===== config.mk =====
export PLATFORM = sky130hd
export DESIGN_NAME = tdm_chan_extract
export DESIGN_NICKNAME = d
export VERILOG_FILES = /design/src/rtl/tdm_ext_pkg.sv /design/src/rtl/tdm_pos_counter.sv /design/src/rtl/tdm_sel_reg.sv /design/src/rtl/tdm_chan_cap.sv /design/src/rtl/tdm_chan_extract.sv
export SDC_FILE = /design/constraint.sdc
export NUM_CORES = 1
export LEC_CHECK = 0
export ABC_CLOCK_PERIOD_IN_PS = 7900
export BUFFER_PORTS_ARGS = -buffer_cell sky130_fd_sc_hd__buf_2
export CAP_MARGIN = 30
export CORE_UTILIZATION = 30
export DETAILED_ROUTE_END_ITERATION = 8
export PLACE_DENSITY_LB_ADDON = 0.05
export SLEW_MARGIN = 20
export SYNTH_ARGS = -nofsm -noshare
export SYNTH_HDL_FRONTEND = slang
export SYNTH_SLANG_ARGS = --single-unit

===== constraint.sdc =====
create_clock -name clk -period 7.9 [get_ports clk]
set_clock_uncertainty 0.2 [all_clocks]
set_input_delay 1.185 -clock clk [delete_from_list [all_inputs] [get_ports clk]]
set_output_delay 1.185 -clock clk [all_outputs]
set_load 0.02 [all_outputs]

===== src/rtl/tdm_ext_pkg.sv =====
package tdm_ext_pkg;

  // First bit index of a capture window inside a byte slot.
  function automatic int win_first(int sub, int width);
    return sub * width;
  endfunction

  // Last bit index of a capture window inside a byte slot.
  function automatic int win_last(int sub, int width);
    return sub * width + width - 1;
  endfunction

  // Frame position of the last bit of a window.
  function automatic int win_end_pos(int slot, int sub, int width, int slot_bits);
    return slot * slot_bits + win_last(sub, width);
  endfunction

endpackage


===== src/rtl/tdm_pos_counter.sv =====
module tdm_pos_counter #(
  parameter int NUM_SLOTS = 64,
  parameter int SLOT_BITS = 8,
  localparam int SW = $clog2(NUM_SLOTS),
  localparam int BW = $clog2(SLOT_BITS)
) (
  input  logic          clk,
  input  logic          rst_n,
  input  logic          fsync,
  output logic [SW-1:0] cur_slot,
  output logic [BW-1:0] cur_bit,
  output logic          frame_start,
  output logic          aligned
);
  localparam int PW = SW + BW;
  localparam logic [PW-1:0] LAST_POS = PW'(NUM_SLOTS * SLOT_BITS - 1);

  logic [PW-1:0] pos_q;
  logic [PW-1:0] pos_cur;
  logic          aligned_q;

  // Position of the bit being sampled at this edge.
  assign pos_cur     = fsync ? '0 : pos_q;
  assign cur_slot    = pos_cur[PW-1:BW];
  assign cur_bit     = pos_cur[BW-1:0];
  assign frame_start = (pos_cur == '0);
  assign aligned     = aligned_q | fsync;

  always_ff @(posedge clk or negedge rst_n) begin
    if (!rst_n) begin
      pos_q     <= '0;
      aligned_q <= 1'b0;
    end else begin
      pos_q     <= (pos_cur == LAST_POS) ? '0 : pos_cur + 1'b1;
      aligned_q <= aligned_q | fsync;
    end
  end
endmodule


===== src/rtl/tdm_sel_reg.sv =====
module tdm_sel_reg #(
  parameter int W = 6,
  parameter logic [W-1:0] RST_VAL = '0
) (
  input  logic         clk,
  input  logic         rst_n,
  input  logic         wr,
  input  logic [W-1:0] wr_data,
  input  logic         frame_start,
  output logic [W-1:0] active,
  output logic [W-1:0] eff
);
  logic [W-1:0] shadow_q;
  logic [W-1:0] active_q;

  // At a frame start the pending shadow already governs that first sample.
  assign eff    = frame_start ? shadow_q : active_q;
  assign active = active_q;

  always_ff @(posedge clk or negedge rst_n) begin
    if (!rst_n) begin
      shadow_q <= RST_VAL;
      active_q <= RST_VAL;
    end else begin
      if (wr) shadow_q <= wr_data;
      active_q <= eff;
    end
  end
endmodule


===== src/rtl/tdm_chan_cap.sv =====
module tdm_chan_cap
  import tdm_ext_pkg::*;
#(
  parameter int NUM_SLOTS = 64,
  parameter int SLOT_BITS = 8,
  parameter int WIDTH     = 8,
  parameter int SUBW      = 2,
  localparam int SW = $clog2(NUM_SLOTS),
  localparam int BW = $clog2(SLOT_BITS)
) (
  input  logic             clk,
  input  logic             rst_n,
  input  logic             en,
  input  logic [SW-1:0]    cur_slot,
  input  logic [BW-1:0]    cur_bit,
  input  logic [SW-1:0]    sel_slot,
  input  logic [SUBW-1:0]  sel_sub,
  input  logic             sdata,
  output logic [WIDTH-1:0] val,
  output logic             vld
);
  logic [BW-1:0]    first_b;
  logic [BW-1:0]    last_b;
  logic             in_win;
  logic             at_end;
  logic [WIDTH-1:0] sh_q;
  logic [WIDTH-1:0] sh_next;
  logic [WIDTH-1:0] val_q;
  logic             vld_q;

  assign first_b = BW'(win_first(int'(sel_sub), WIDTH));
  assign last_b  = BW'(win_last(int'(sel_sub), WIDTH));
  assign in_win  = (cur_slot == sel_slot) && (cur_bit >= first_b) && (cur_bit <= last_b);
  assign at_end  = in_win && (cur_bit == last_b);

  generate
    if (WIDTH > 1) begin : g_multi
      assign sh_next = {sh_q[WIDTH-2:0], sdata};
    end else begin : g_single
      assign sh_next = sdata;
    end
  endgenerate

  always_ff @(posedge clk or negedge rst_n) begin
    if (!rst_n) begin
      sh_q  <= '0;
      val_q <= '0;
      vld_q <= 1'b0;
    end else begin
      if (in_win) sh_q <= sh_next;
      vld_q <= at_end && en;
      if (at_end && en) val_q <= sh_next;
    end
  end

  assign val = val_q;
  assign vld = vld_q;
endmodule


===== src/rtl/tdm_chan_extract.sv =====
module tdm_chan_extract #(
  parameter int NUM_SLOTS  = 64,
  parameter int SLOT_BITS  = 8,
  parameter int SIG_BITS   = 2,
  parameter int RST_B1     = 0,
  parameter int RST_B2     = 1,
  parameter int RST_D_SLOT = 2,
  parameter int RST_D_SUB  = 0,
  localparam int SW   = $clog2(NUM_SLOTS),
  localparam int SUBW = $clog2(SLOT_BITS / SIG_BITS),
  localparam int DW   = SW + SUBW
) (
  input  logic                 clk,
  input  logic                 rst_n,
  input  logic                 mux_en,
  input  logic                 fsync,
  input  logic                 sdata,
  input  logic                 wr_b1,
  input  logic [SW-1:0]        wr_b1_data,
  input  logic                 wr_b2,
  input  logic [SW-1:0]        wr_b2_data,
  input  logic                 wr_d,
  input  logic [DW-1:0]        wr_d_data,
  output logic [SLOT_BITS-1:0] b1_byte,
  output logic                 b1_vld,
  output logic [SLOT_BITS-1:0] b2_byte,
  output logic                 b2_vld,
  output logic [SIG_BITS-1:0]  d_dibit,
  output logic                 d_vld
);
  localparam int BW = $clog2(SLOT_BITS);
  localparam logic [DW-1:0] RST_D = {SW'(RST_D_SLOT), SUBW'(RST_D_SUB)};

  logic [SW-1:0] cur_slot;
  logic [BW-1:0] cur_bit;
  logic          frame_start;
  logic          aligned;
  logic          cap_en;
  logic [SW-1:0] act_b1, eff_b1;
  logic [SW-1:0] act_b2, eff_b2;
  logic [DW-1:0] act_d, eff_d;

  assign cap_en = mux_en && aligned;

  tdm_pos_counter #(.NUM_SLOTS(NUM_SLOTS), .SLOT_BITS(SLOT_BITS)) u_pos (
    .clk(clk), .rst_n(rst_n), .fsync(fsync),
    .cur_slot(cur_slot), .cur_bit(cur_bit),
    .frame_start(frame_start), .aligned(aligned)
  );

  tdm_sel_reg #(.W(SW), .RST_VAL(SW'(RST_B1))) u_sel_b1 (
    .clk(clk), .rst_n(rst_n), .wr(wr_b1), .wr_data(wr_b1_data),
    .frame_start(frame_start), .active(act_b1), .eff(eff_b1)
  );

  tdm_sel_reg #(.W(SW), .RST_VAL(SW'(RST_B2))) u_sel_b2 (
    .clk(clk), .rst_n(rst_n), .wr(wr_b2), .wr_data(wr_b2_data),
    .frame_start(frame_start), .active(act_b2), .eff(eff_b2)
  );

  tdm_sel_reg #(.W(DW), .RST_VAL(RST_D)) u_sel_d (
    .clk(clk), .rst_n(rst_n), .wr(wr_d), .wr_data(wr_d_data),
    .frame_start(frame_start), .active(act_d), .eff(eff_d)
  );

  tdm_chan_cap #(.NUM_SLOTS(NUM_SLOTS), .SLOT_BITS(SLOT_BITS), .WIDTH(SLOT_BITS), .SUBW(1)) u_cap_b1 (
    .clk(clk), .rst_n(rst_n), .en(cap_en), .cur_slot(cur_slot), .cur_bit(cur_bit),
    .sel_slot(eff_b1), .sel_sub(1'b0), .sdata(sdata), .val(b1_byte), .vld(b1_vld)
  );

  tdm_chan_cap #(.NUM_SLOTS(NUM_SLOTS), .SLOT_BITS(SLOT_BITS), .WIDTH(SLOT_BITS), .SUBW(1)) u_cap_b2 (
    .clk(clk), .rst_n(rst_n), .en(cap_en), .cur_slot(cur_slot), .cur_bit(cur_bit),
    .sel_slot(eff_b2), .sel_sub(1'b0), .sdata(sdata), .val(b2_byte), .vld(b2_vld)
  );

  tdm_chan_cap #(.NUM_SLOTS(NUM_SLOTS), .SLOT_BITS(SLOT_BITS), .WIDTH(SIG_BITS), .SUBW(SUBW)) u_cap_d (
    .clk(clk), .rst_n(rst_n), .en(cap_en), .cur_slot(cur_slot), .cur_bit(cur_bit),
    .sel_slot(eff_d[DW-1:SUBW]), .sel_sub(eff_d[SUBW-1:0]), .sdata(sdata),
    .val(d_dibit), .vld(d_vld)
  );
endmodule


---- Word level (Yosys, flattened, before mapping) ----
Cells that the tools add are included.
word-level totals
  bits of input ports ..................... 28
  output and inout bits ................... 21
  word-level logic and storage cells ...... 50
  register bits ........................... 86
cells by class
  reductions and logical operators ........ 14
  magnitude comparators ................... 4
  multiplexer cells ....................... 5
  eq/ne operators ......................... 6
  bitwise operators ....................... 1
  $add $sub $neg .......................... 3
operators by type and width
  operator                                                                             number
  6-bit equality test                                                                  3
  9-bit 2-to-1 mux                                                                     2
  1-bit logical AND                                                                    13
  6-bit 2-to-1 mux                                                                     2
  9-bit by 1-bit adder with 9-bit output, second input constant                        1
  9-bit equality test, second input constant                                           1
  9-bit logical NOT                                                                    1
  8-bit 2-to-1 mux                                                                     1
  3-bit by 2-bit adder with 3-bit output, second input constant                        1
  3-bit equality test                                                                  1
  3-bit equality test, second input constant                                           1
  3-bit by 1-bit greater-or-equal comparator with 1-bit output, second input constant  1
  3-bit greater-or-equal comparator                                                    1
  3-bit <= comparator                                                                  1
  3-bit <= comparator, second input constant                                           1
  3-bit by 2-bit subtractor with 3-bit output, second input constant                   1
  1-bit OR                                                                             1

---- Longest topological paths before layout ----
Gate-level depths: netlist (run 1).
  word-level depth ........................ 9
  mapped depth ............................ 16
  depth with buffers taken out ............ 13

---- Hierarchy ----
From an unflattened synthesis (run 1), not the netlist that was laid out.
unflattened totals
  cell total of the unflattened synthesis .. 263
  area total of the unflattened synthesis .. 3956.3 um2
modules (own cells, without submodules)
  module                        area an instance (um2)  cells each  instances  seq. area each (um2)
  tdm_chan_cap at u_cap_b1 ...  676.9                   44          2          400.4
  tdm_sel_reg at u_sel_d        665.6                   34          1          402.9
  tdm_pos_counter               568.0                   57          1          250.2
  tdm_sel_reg at u_sel_b2       505.5                   26          1          302.8
  tdm_sel_reg at u_sel_b1       503.0                   26          1          300.3
  tdm_chan_cap at u_cap_d       350.3                   30          1          100.1
  tdm_chan_extract              10.0                    2           1          0.0

---- Least setup slack after synthesis (run 1) ----
Ideal clock, no wire load.
  path kind ............................... input to register
  from .................................... input port fsync
  to ...................................... register u_cap_d.val_q[0] (netlist: u_cap_d.val[0])
  stages .................................. 16
  path buffers ............................ 3
  library setup time ...................... 0.125 ns
  data required time ...................... 7.575 ns
  data arrival time ....................... 4.407 ns
  path slack .............................. 3.168 ns
  cells stage by stage .................... clkbuf_1 > inv_1 > nand2_1 > ha_1 > buf_2 > or4b_4 > o21ai_1 > buf_4 > mux2_2 > ha_1 > inv_1 > o21ai_0 > a21oi_1 > nor4_1 > nand4_1 > mux2_2
between the ends
  longest elaborated chain between the ends .. 9
  elaborated cells between the ends (all ways) .. 15
  classes of those cells .................. 2 x add/sub; 2 x order compare; 2 x eq/ne; 2 x mux; 1 x bitwise; 6 x reduce/logical
ends and longest elaborated chain
  what                                         RTL line                text
  from (decl)                                  tdm_chan_extract.sv:16  input logic fsync,
  9-bit 2-to-1 mux                             tdm_pos_counter.sv:23   assign pos_cur = fsync ? '0 : pos_q;
  9-bit logical NOT                            tdm_pos_counter.sv:26   assign frame_start = (pos_cur == '0);
  8-bit 2-to-1 mux                             tdm_sel_reg.sv:17       assign eff = frame_start ? shadow_q : active_q;
  3-bit by 2-bit adder with 3-bit output       tdm_ext_pkg.sv:10       return sub * width + width - 1;
  3-bit by 2-bit subtractor with 3-bit output  tdm_ext_pkg.sv:10
  3-bit <= comparator                          tdm_chan_cap.sv:33      assign in_win = (cur_slot == sel_slot) && (cur_bit >= first_b) && (cur_bit <= last_b);
  1-bit logical AND                            tdm_chan_cap.sv:33
  1-bit logical AND                            tdm_chan_cap.sv:34      assign at_end = in_win && (cur_bit == last_b);
  1-bit logical AND *                          tdm_chan_cap.sv:52      if (at_end && en) val_q <= sh_next;
  to (signal assigned)                         tdm_chan_cap.sv:52
  to (decl)                                    tdm_chan_cap.sv:28      logic [WIDTH-1:0] val_q;
Every way passes the cells marked *; elsewhere a longest branch is shown, timed or not.
A chain may end at the register's enable or synchronous reset.

---- Worst setup path in the final report (run 1) ----
  from .................................... input port fsync
  to ...................................... register u_cap_d.val_q[1] (netlist: u_cap_d.val[1])
The elaborated chain is that of the path after synthesis.

==> results.json, run 1 <==
{
  "final_nets": 431,
  "p_comb_frac": 0.164,
  "power.density_nw_per_um2": 243,
  "antenna_found_initial": 0,
  "htreeDepth": 3,
  "synth_top_cell_by_area": "dfrtp_1",
  "wl_per_cell_um": 16.0,
  "drive_gt1_frac": 0.336,
  "die_height_um": 119,
  "place_congestion": 0.894,
  "num_io_pins": 49,
  "synthDominantCellAreaShare": 0.502,
  "setup_viol": 0,
  "grt_pass1_wl_um": 15500,
  "clock_power_share": 0.364,
  "netSwitchingPower_uw": 321,
  "worstMarginPinSlew_ns": 0.684,
  "utilization": 0.362,
  "grt_pass1_vias": 2853,
  "timing.fmax_ghz": 0.209,
  "synthArstFlopShare": 1.00,
  "criticalPathCategory": "input port to flip-flop",
  "slowest_delay_ns": 0.54,
  "post-route-min-period_ns": 4.79,
  "cts_sinks": 86,
  "cts-hold-fix-buffers": 0,
  "layout-area-overhead-vs-synth_pct": 17.4,
  "yosys-top-cells-area": "dfrtp_1 50%, mux2_2 16%, nand2_1 4.2%, dfstp_2 2.6%, ha_1 1.8%",
  "grtUsageMet3": 0.0372,
  "reg2reg_from": "u_pos.pos_q[0]",
  "dieArea_um2": 14100,
  "start_kind": "input port",
  "ant_nets": 0,
  "min_path_type": "flip-flop to flip-flop",
  "p_int_uw": 847,
  "synth_cell_types": 50,
  "fillers": 1362,
  "num_antenna_cells": 0,
  "grt_busiest_layer": "met2",
  "ys_ff_latch": 86,
  "cap_viol_max_count": 0,
  "routed_wl_um": 9230,
  "avgSynthCellArea_um2": 11.7,
  "cp.arrival_ns": 4.81,
  "dr.pass1.iters": 4,
  "min_from": "u_pos.aligned_q",
  "status": "finished, final reports clean",
  "synth-edff-count": 0,
  "drc_errors": 0,
  "cpLargestDelayFamily": "simple AND/OR/NAND/NOR gates",
  "syn_nets": 384,
  "numPortBuffers": 48,
  "finalPower_uw": 1170,
  "floorplan.initialDensity": 0.309,
  "hold_viol": 0,
  "netlist_instances": 350,
  "crit_chain": "buf_2 -> inv_1 -> nand2_1 -> ha_1 -> or4b_4 -> o21ai_1 -> buf_4 -> mux2i_1 -> ha_1 -> inv_1 -> nor3_1 -> and3_1 -> nand4_1 -> mux2_2",
  "yosys_warnings": 0,
  "crit_required_ns": 7.92,
  "cts_resized": 0,
  "crit_fanout": 24,
  "vias": 2773,
  "vdd_drop_max_mv": 0.186,
  "seq_power_share": 0.471,
  "clk_pin_slew_ns": 0.06,
  "grt_use_met2": 0.227,
  "synth-seq-area-share": 0.528,
  "overflow": 0,
  "hpwlAfterDp_um": 6610,
  "cts_setup_buffers": 0,
  "synth_flop_cell": "dfrtp_1",
  "rsz0062_at_grt": "false",
  "grt_max_degree": 49,
  "cp_slowest_cell": "or4b_4",
  "swShare": 0.275,
  "grtUsageMet1": 0.193,
  "core_area_um2": 13200,
  "die_w_um": 119,
  "cts_made_buffers": 9,
  "via_per_inst": 4.80,
  "finalSetupTns_ns": 0,
  "drv_slew": 0,
  "cp-startpoint": "fsync",
  "synth_area_um2": 4090,
  "grtUsageTotal": 0.145,
  "r2r_setup_slack_ns": 4.04,
  "fin_crit_sh": 0.606,
  "p_leak_uw": 0.00230,
  "slew_headroom": 0.543,
  "cts_root_buf": "clkbuf_16",
  "fp-row-count": 42,
  "cts_tree": "built",
  "clk_path_buf_depth": 2,
  "drt-initial-drc-count": 111,
  "endpoint_kind": "flip-flop",
  "crit_buf_inv": 4,
  "clkLatencyLatePin_ns": 0.34
}
==> metrics by stage <==
stage                     setup WS, ns  instances  cell area [um^2]  hold slack (ns)
after floorplan                   3.17        350              4090            0.231
after global placement            2.93        562              4500            0.263
after detailed placement          2.74        562              4500            0.247
after CTS                         3.08        578              4800            0.262
after global routing              2.69        578              4800            0.301
final                             3.11        578              4800            0.262
==> area by class of cell <==
| class | instances | area (um^2) | area share |
|---|---|---|---|
| Sequential cell | 86 | 2160 | 0.450 |
| Multi-Input combinational cell | 230 | 1790 | 0.373 |
| Timing Repair Buffer | 51 | 265 | 0.0553 |
| Clock buffer | 13 | 250 | 0.0522 |
| Tap cell | 176 | 220 | 0.0459 |
| Inverter | 19 | 71.3 | 0.0149 |
| Clock inverter | 3 | 43.8 | 0.00913 |
==> kinds of logic after synthesis <==
| group | Yosys count | share of synthesized area |
|---|---|---|
| AND/OR/NAND/NOR | 103 | 0.140 |
| XOR/XNOR | 10 | 0.0214 |
| buffers and inverters | 34 | 0.0355 |
| adder cells (fa/ha/maj) | 6 | 0.0184 |
| AO/OA/AOI/OAI | 47 | 0.0833 |
| multiplexers | 64 | 0.174 |
| flip-flops | 86 | 0.528 |
==> worst register-to-register path, cell delays in order, from the launching register on <==
cell	delay, ns
dfrtp_1	0.38
nor2b_1	0.17
inv_1	0.11
ha_1	0.38
or4b_4	0.54
o21ai_1	0.21
buf_4	0.30
mux2i_1	0.27
ha_1	0.19
inv_1	0.05
nor3_1	0.24
and3_1	0.19
nand4_1	0.16
mux2_2	0.32
==> cells in the mapped netlist (2+ instances only) <==
library cell and instances:
nor2b_1 8, xnor2_1 7, buf_2 2, dfrtp_1 82
o2111ai_1 3, o21a_1 2, ha_1 6, a221oi_1 2
dfstp_2 4, mux2i_1 7, o21ai_0 12, nor2_1 12
nor4_4 2, xor2_1 3, buf_4 2, nand2_1 46
nor3_1 6, nand3_1 7, a211oi_1 2, nor4bb_1 2
nor3_4 2, and2_1 3, o211ai_1 2, a31oi_1 2
nand2b_1 5, and3_1 4, mux2_2 57, a21oi_1 4
inv_1 19, clkbuf_1 10, o22ai_1 6
==> cell usage in the layout (no fill, tap or decap), types with 7 or more instances in the layout <==
master,instances
mux2_2,57
dfrtp_1,82
buf_2,47
o21ai_0,12
nand2_1,46
nand3_1,7
inv_1,19
nor2b_1,8
mux2i_1,7
clkbuf_16,9
nor2_1,12
xnor2_1,7
==> worst paths after layout <==
path | end | cells past startpoint
max reg2reg | u_cap_d.val[1] | 13
min reg2reg | u_pos.aligned_q | 1
max in group asynchronous | u_cap_d.val[0] | 2
min in group asynchronous | u_sel_b2.active[3] | 1
max | u_cap_d.val[1] | 14
min | u_pos.aligned_q | 1
==> flip-flops by register name, indices dropped and copies added, names as in the netlist, 7 cells and up <==
register / count
u_cap_b1.sh_q: 7
u_cap_b1.val: 8
u_cap_b2.sh_q: 7
u_cap_b2.val: 8
u_pos.pos_q: 9
u_sel_d.active: 8
u_sel_d.shadow_q: 8
==> power groups by stage <==
stage	Sequential, uW	Combinational [uW]	Clock, uW
detailed placement	558	197	0
global placement	559	193	0
global route	560	217	461
floorplan	541	148	0
CTS	551	197	443
finish	551	192	426
==> layer usage <==
| metal | part of all wire | vias to the layer above |
|---|---|---|
| li1 | - | 1325 |
| met1 | 0.47 | 1388 |
| met2 | 0.47 | 50 |
| met5 | 0 | - |
| met4 | 0.015 | 0 |
| met3 | 0.043 | 10 |
Power figures use the tool's default switching activity.
==> run 2: changes to the inputs <==
--- a/config.mk
+++ b/config.mk
@@ -5,7 +5,7 @@
 export SDC_FILE = /design/constraint.sdc
 export NUM_CORES = 1
 export LEC_CHECK = 0
-export ABC_CLOCK_PERIOD_IN_PS = 7900
+export ABC_CLOCK_PERIOD_IN_PS = 4570
 export BUFFER_PORTS_ARGS = -buffer_cell sky130_fd_sc_hd__buf_2
 export CAP_MARGIN = 30
 export CORE_UTILIZATION = 30
==> constraint.sdc (replaced) <==
create_clock -name clk -period 4.57 [get_ports clk]
set_clock_uncertainty 0.2 [all_clocks]
set_input_delay 0.6855 -clock clk [delete_from_list [all_inputs] [get_ports clk]]
set_output_delay 0.6855 -clock clk [all_outputs]
set_load 0.02 [all_outputs]
==> run 2 against run 1 <==
  * Sequential share of layout area fell by 0.52 points
  * Total power rose by 72%
  * Worst hold slack got worse by 0.037 ns
  * Worst setup slack lost 2.2 ns
  * Global-route usage increased by 0.066 points
  * Clock power is 70% higher
  * Die area unchanged
  * Critical path depth is the same
  * Sequential power rose by 72%
  * Sequential cell count unchanged
  * Via count is 0.58% higher
  * Utilization up 0.43 points
==> results.json, run 2 (same netlist as run 1, synthesis figures left out) <==
{
  "vdd_drop_max_mv": 0.232,
  "htreeDepth": 3,
  "hpwlAfterDp_um": 6450,
  "whs_ns": 0.225,
  "multiInputGateArea_um2": 1790,
  "grtUsageTotal": 0.146,
  "setup_viol": 0,
  "num_io_pins": 49,
  "slew_headroom": 0.483,
  "final_cells": 585,
  "hold_viol": 0,
  "cts_tree": "built",
  "netSwitchingPower_uw": 547,
  "crit_required_ns": 4.59,
  "die_height_um": 119,
  "cp.arrival_ns": 3.70,
  "layout-area-overhead-vs-synth_pct": 18.7,
  "grt_max_degree": 61,
  "post-route-min-period_ns": 3.68,
  "routed_wl_um": 9010,
  "drv_slew": 0,
  "most-common-layout-cells": "82 x dfrtp_1, 57 x mux2_2, 47 x buf_2",
  "cts_setup_buffers": 0,
  "min_path_type": "input port to async pin",
  "drive_gt1_frac": 0.352,
  "floorplan.initialDensity": 0.309,
  "clkLatencyLatePin_ns": 0.34,
  "status": "finished, final reports clean",
  "finalSetupTns_ns": 0,
  "criticalPathCategory": "input port to flip-flop",
  "drc_errors": 0,
  "p_leak_uw": 0.00233,
  "cts_root_buf": "clkbuf_16",
  "cts-hold-fix-buffers": 0,
  "cap_viol_max_count": 0,
  "swShare": 0.272,
  "final_common_cell": "dfrtp_1",
  "clock_power_share": 0.361,
  "core_area_um2": 13200,
  "start_kind": "input port",
  "placed_cells": 570,
  "overflow": 0,
  "seq_power_share": 0.470,
  "place_congestion": 0.776,
  "endpoint_kind": "flip-flop",
  "ant_nets": 0,
  "worstMarginPinSlew_ns": 0.775,
  "p_comb_frac": 0.169,
  "final_nets": 439,
  "largest_reg_flops": 9,
  "grt_pass1_wl_um": 15500,
  "cts_made_buffers": 9,
  "regArea_um2": 2160,
  "fillers": 1335,
  "wl_per_cell_um": 15.4,
  "setup_slack_ns": 0.894,
  "drt-initial-drc-count": 115,
  "fp-row-count": 42,
  "clk_path_buf_depth": 2,
  "grt_pass1_vias": 2795,
  "power.density_nw_per_um2": 415,
  "dp_slack_ns": 0.497,
  "vias": 2789,
  "dieArea_um2": 14100,
  "via_per_inst": 4.77,
  "antenna_found_initial": 0,
  "p_int_uw": 1470,
  "numPortBuffers": 48,
  "clk_pin_slew_ns": 0.06,
  "dr.pass1.iters": 4,
  "cts_resized": 0,
  "timing.fmax_ghz": 0.272,
  "fin_crit_sh": 0.804,
  "crit_fanout": 4,
  "die_w_um": 119,
  "largest_register": "u_pos.pos_q",
  "num_antenna_cells": 0,
  "cts_sinks": 86,
  "rsz0062_at_grt": "false"
}
-- run 2: changes by cell type in the layout (fill, tap and decap cells not counted), sizes merged --
cell      previous run  this run
buf                 51        59
clkinvlp             0         1
clkbuf              13        11
-- run 2: power by group through the flow --
| stage | Clock, uW | Combinational (uW) | Sequential (uW) |
|---|---|---|---|
| after floorplan | 0 | 256 | 935 |
| after global placement | 0 | 342 | 962 |
| after detailed placement | 0 | 346 | 961 |
| after CTS | 765 | 348 | 948 |
| after global routing | 796 | 389 | 963 |
| final | 726 | 340 | 947 |
-- run 2: per-layer routing --
metal	vias to the layer above	wire, um	track usage
met3	10	406	0.0473
li1	1344	-	-
met4	0	193	0.0546
met2	49	4140	0.221
met1	1386	4270	0.192
met5	-	0	0
-- run 2: cell type report --
cell class | count | share of cell area
multi-input cells | 230 | 0.369
repair buffers | 59 | 0.0670
clock inverters | 4 | 0.00980
clock buffers | 11 | 0.0500
inverters | 19 | 0.0147
well taps | 176 | 0.0454
flip-flops and latches | 86 | 0.444
-- run 2: path summary, 6_finish.rpt --
path / slack [ns] / startpoint / depth (start not counted) / to
min in group clk: 0.26 / u_pos.aligned_q / 1 / u_pos.aligned_q
min: 0.22 / rst_n / 1 / u_sel_b2.active[1]
max reg2reg: 0.94 / u_pos.pos_q[0] / 13 / u_cap_d.val[1]
min reg2reg: 0.26 / u_pos.aligned_q / 1 / u_pos.aligned_q
max: 0.89 / fsync / 14 / u_cap_d.val[1]
max in group asynchronous: 3.08 / rst_n / 2 / u_sel_b1.active[1]
-- run 2: metrics by stage --
step                      total power, uW  instance area (um^2)  utilization
final                                2010                  4850        0.366
after global routing                 2150                  4850        0.366
after CTS                            2060                  4850        0.366
after detailed placement             1310                  4560        0.345
after floorplan                      1190                  4090            -
after global placement               1300                  4560        0.345
-- run 2: worst max-delay path: stages --
cell	delay (ns)
buf_2	0.12
inv_1	0.06
nand2_1	0.13
ha_1	0.19
or4b_4	0.48
o21ai_1	0.21
mux2_2	0.37
ha_1	0.27
inv_1	0.04
o21ai_0	0.15
a21oi_1	0.09
nor4_1	0.33
nand4_1	0.23
mux2_2	0.32
==> run 3: changes to the inputs <==
--- a/config.mk
+++ b/config.mk
@@ -5,7 +5,7 @@
 export SDC_FILE = /design/constraint.sdc
 export NUM_CORES = 1
 export LEC_CHECK = 0
-export ABC_CLOCK_PERIOD_IN_PS = 4570
+export ABC_CLOCK_PERIOD_IN_PS = 3700
 export BUFFER_PORTS_ARGS = -buffer_cell sky130_fd_sc_hd__buf_2
 export CAP_MARGIN = 30
 export CORE_UTILIZATION = 30
==> constraint.sdc (replaced) <==
create_clock -name clk -period 3.7 [get_ports clk]
set_clock_uncertainty 0.2 [all_clocks]
set_input_delay 0.555 -clock clk [delete_from_list [all_inputs] [get_ports clk]]
set_output_delay 0.555 -clock clk [all_outputs]
set_load 0.02 [all_outputs]
==> run 3 against run 2 <==
  * First-iteration DRC count increased by 17%
  * Wire length increased by 4.8%
  * Sequential share of layout area decreased by 2.1 points
  * Worst setup slack got worse by 0.63 ns
  * Total power increased by 30%
  * Design area increased by 5.0%
  * Sequential cell count unchanged
  * Critical endpoint is now u_cap_d.val[0]
  * Largest cell class unchanged
==> results.json, run 3 (same netlist as run 1, synthesis figures left out) <==
{
  "floorplan.initialDensity": 0.309,
  "status": "finished, final reports clean",
  "finalPower_uw": 2620,
  "numPortBuffers": 48,
  "most-common-layout-cells": "82 x dfrtp_1, 55 x mux2_2, 47 x buf_2",
  "htreeDepth": 3,
  "grt_pass1_wl_um": 16000,
  "ant_nets": 0,
  "final_nets": 453,
  "final_common_cell": "dfrtp_1",
  "cts_tree": "built",
  "slowest_delay_ns": 0.49,
  "rr_worst_depth": 13,
  "cap_viol_max_count": 0,
  "crit_required_ns": 3.74,
  "start_kind": "flip-flop",
  "r2r_setup_slack_ns": 0.27,
  "reg2reg_from": "u_pos.pos_q[0]",
  "vdd_drop_max_mv": 0.241,
  "die_height_um": 119,
  "finalSetupTns_ns": 0,
  "grt_max_degree": 52,
  "clkLatencyLatePin_ns": 0.34,
  "utilization": 0.385,
  "hpwlAfterDp_um": 6930,
  "cts_setup_buffers": 0,
  "num_io_pins": 49,
  "cts-hold-fix-buffers": 0,
  "finish.instance_area_um2": 5100,
  "cp-endpoint": "u_cap_d.val[0]",
  "slew_headroom": 0.553,
  "vias": 2804,
  "dieArea_um2": 14100,
  "place_area_um2": 4770,
  "die_w_um": 119,
  "r2r-end": "u_cap_d.val[0]",
  "num_antenna_cells": 0,
  "setup_viol": 0,
  "via_per_inst": 4.67,
  "clk_path_buf_depth": 2,
  "antenna_found_initial": 0,
  "cts_resized": 0,
  "largest_register": "u_pos.pos_q",
  "cp-startpoint": "u_pos.pos_q[0]",
  "whs_ns": 0.0471,
  "criticalPathCategory": "flip-flop to flip-flop",
  "min_path_type": "input port to async pin",
  "p_leak_uw": 0.00244,
  "endpoint_kind": "flip-flop",
  "cp.arrival_ns": 3.47,
  "cp_slowest_cell": "or4b_4",
  "grtUsageTotal": 0.151,
  "clk_pin_slew_ns": 0.06,
  "rsz0062_at_grt": "false",
  "cts_root_buf": "clkbuf_16",
  "timing.fmax_ghz": 0.291,
  "core_area_um2": 13200,
  "fillers": 1337,
  "routed_wl_um": 9440,
  "fp-row-count": 42,
  "wl_per_cell_um": 15.7,
  "crit_fanout": 20,
  "drt-initial-drc-count": 135,
  "overflow": 0,
  "hold_viol": 0,
  "cts_sinks": 86,
  "drv_slew": 0,
  "drive_gt1_frac": 0.392,
  "largest_reg_flops": 9,
  "power.density_nw_per_um2": 514,
  "post-route-min-period_ns": 3.43,
  "drc_errors": 0,
  "dr.pass1.iters": 4,
  "fin_crit_sh": 0.928,
  "cts_made_buffers": 9,
  "worstMarginPinSlew_ns": 0.670,
  "grt_pass1_vias": 2921,
  "crit_chain": "nor2b_4 -> inv_2 -> ha_4 -> or4b_4 -> o21ai_4 -> buf_4 -> mux2i_1 -> ha_1 -> inv_1 -> nor3_1 -> and3_1 -> nand4_1 -> mux2_4",
  "place_congestion": 0.788,
  "layout-area-overhead-vs-synth_pct": 24.7
}
run 3: cell types whose count changed in the layout (fill, tap and decap cells not counted), sizes merged:
cell | previous run | this run
buf | 59 | 73
clkinv | 2 | 0
bufinv | 1 | 2
clkbuf | 11 | 13
run 3: stage by stage:
stage                     std cells  setup WS, ns
after floorplan                 350       -0.0297
after global placement          584        0.0445
after detailed placement        584       -0.0498
after CTS                       600         0.231
after global routing            600        0.0842
final                           600         0.265
run 3: area by class of cell:
| type | count | area [um^2] | share of cell area |
|---|---|---|---|
| Sequential cell | 86 | 2160 | 0.423 |
| Inverter | 19 | 78.8 | 0.0155 |
| Multi-Input combinational cell | 230 | 1860 | 0.364 |
| Timing Repair Buffer | 73 | 455 | 0.0894 |
| Clock buffer | 13 | 260 | 0.0511 |
| Tap cell | 176 | 220 | 0.0432 |
| Clock inverter | 3 | 67.6 | 0.0133 |
run 3: critical path: cells and delay by family, from the launching register on:
kind / cells / cell delay, ns
compound gates: 1 / 0.19
fa+ha+maj: 2 / 0.31
buf+inv: 3 / 0.40
flops: 1 / 0.38
mux: 2 / 0.60
simple gates: 5 / 1.23
run 3: worst min-delay path by stage:
stage,slack [ns],depth (start not counted),start,to
global route,0.09,1,rst_n,u_sel_b2.shadow_q[3]
CTS,0.07,1,rst_n,u_sel_b2.shadow_q[3]
finish,0.05,1,rst_n,u_sel_b2.shadow_q[3]
floorplan,0.06,0,rst_n,u_cap_b1.sh_q[0]
global placement,0.26,1,u_pos.aligned_q,u_pos.aligned_q
detailed placement,0.25,1,u_pos.aligned_q,u_pos.aligned_q
run 3: power by group:
part | total (uW) | switching (uW) | internal (uW)
logic | 454 | 231 | 223
clock network | 997 | 368 | 629
registers | 1170 | 97.1 | 1070
total | 2620 | 696 | 1920
run 3: per-layer routing:
layer	GRT usage	vias to the layer above	routed length [um]	part of all wire
met5	0	-	0	0
met4	0.0506	0	166	0.018
met3	0.0497	8	431	0.046
met2	0.238	53	4390	0.46
met1	0.195	1370	4450	0.47
li1	-	1373	-	-
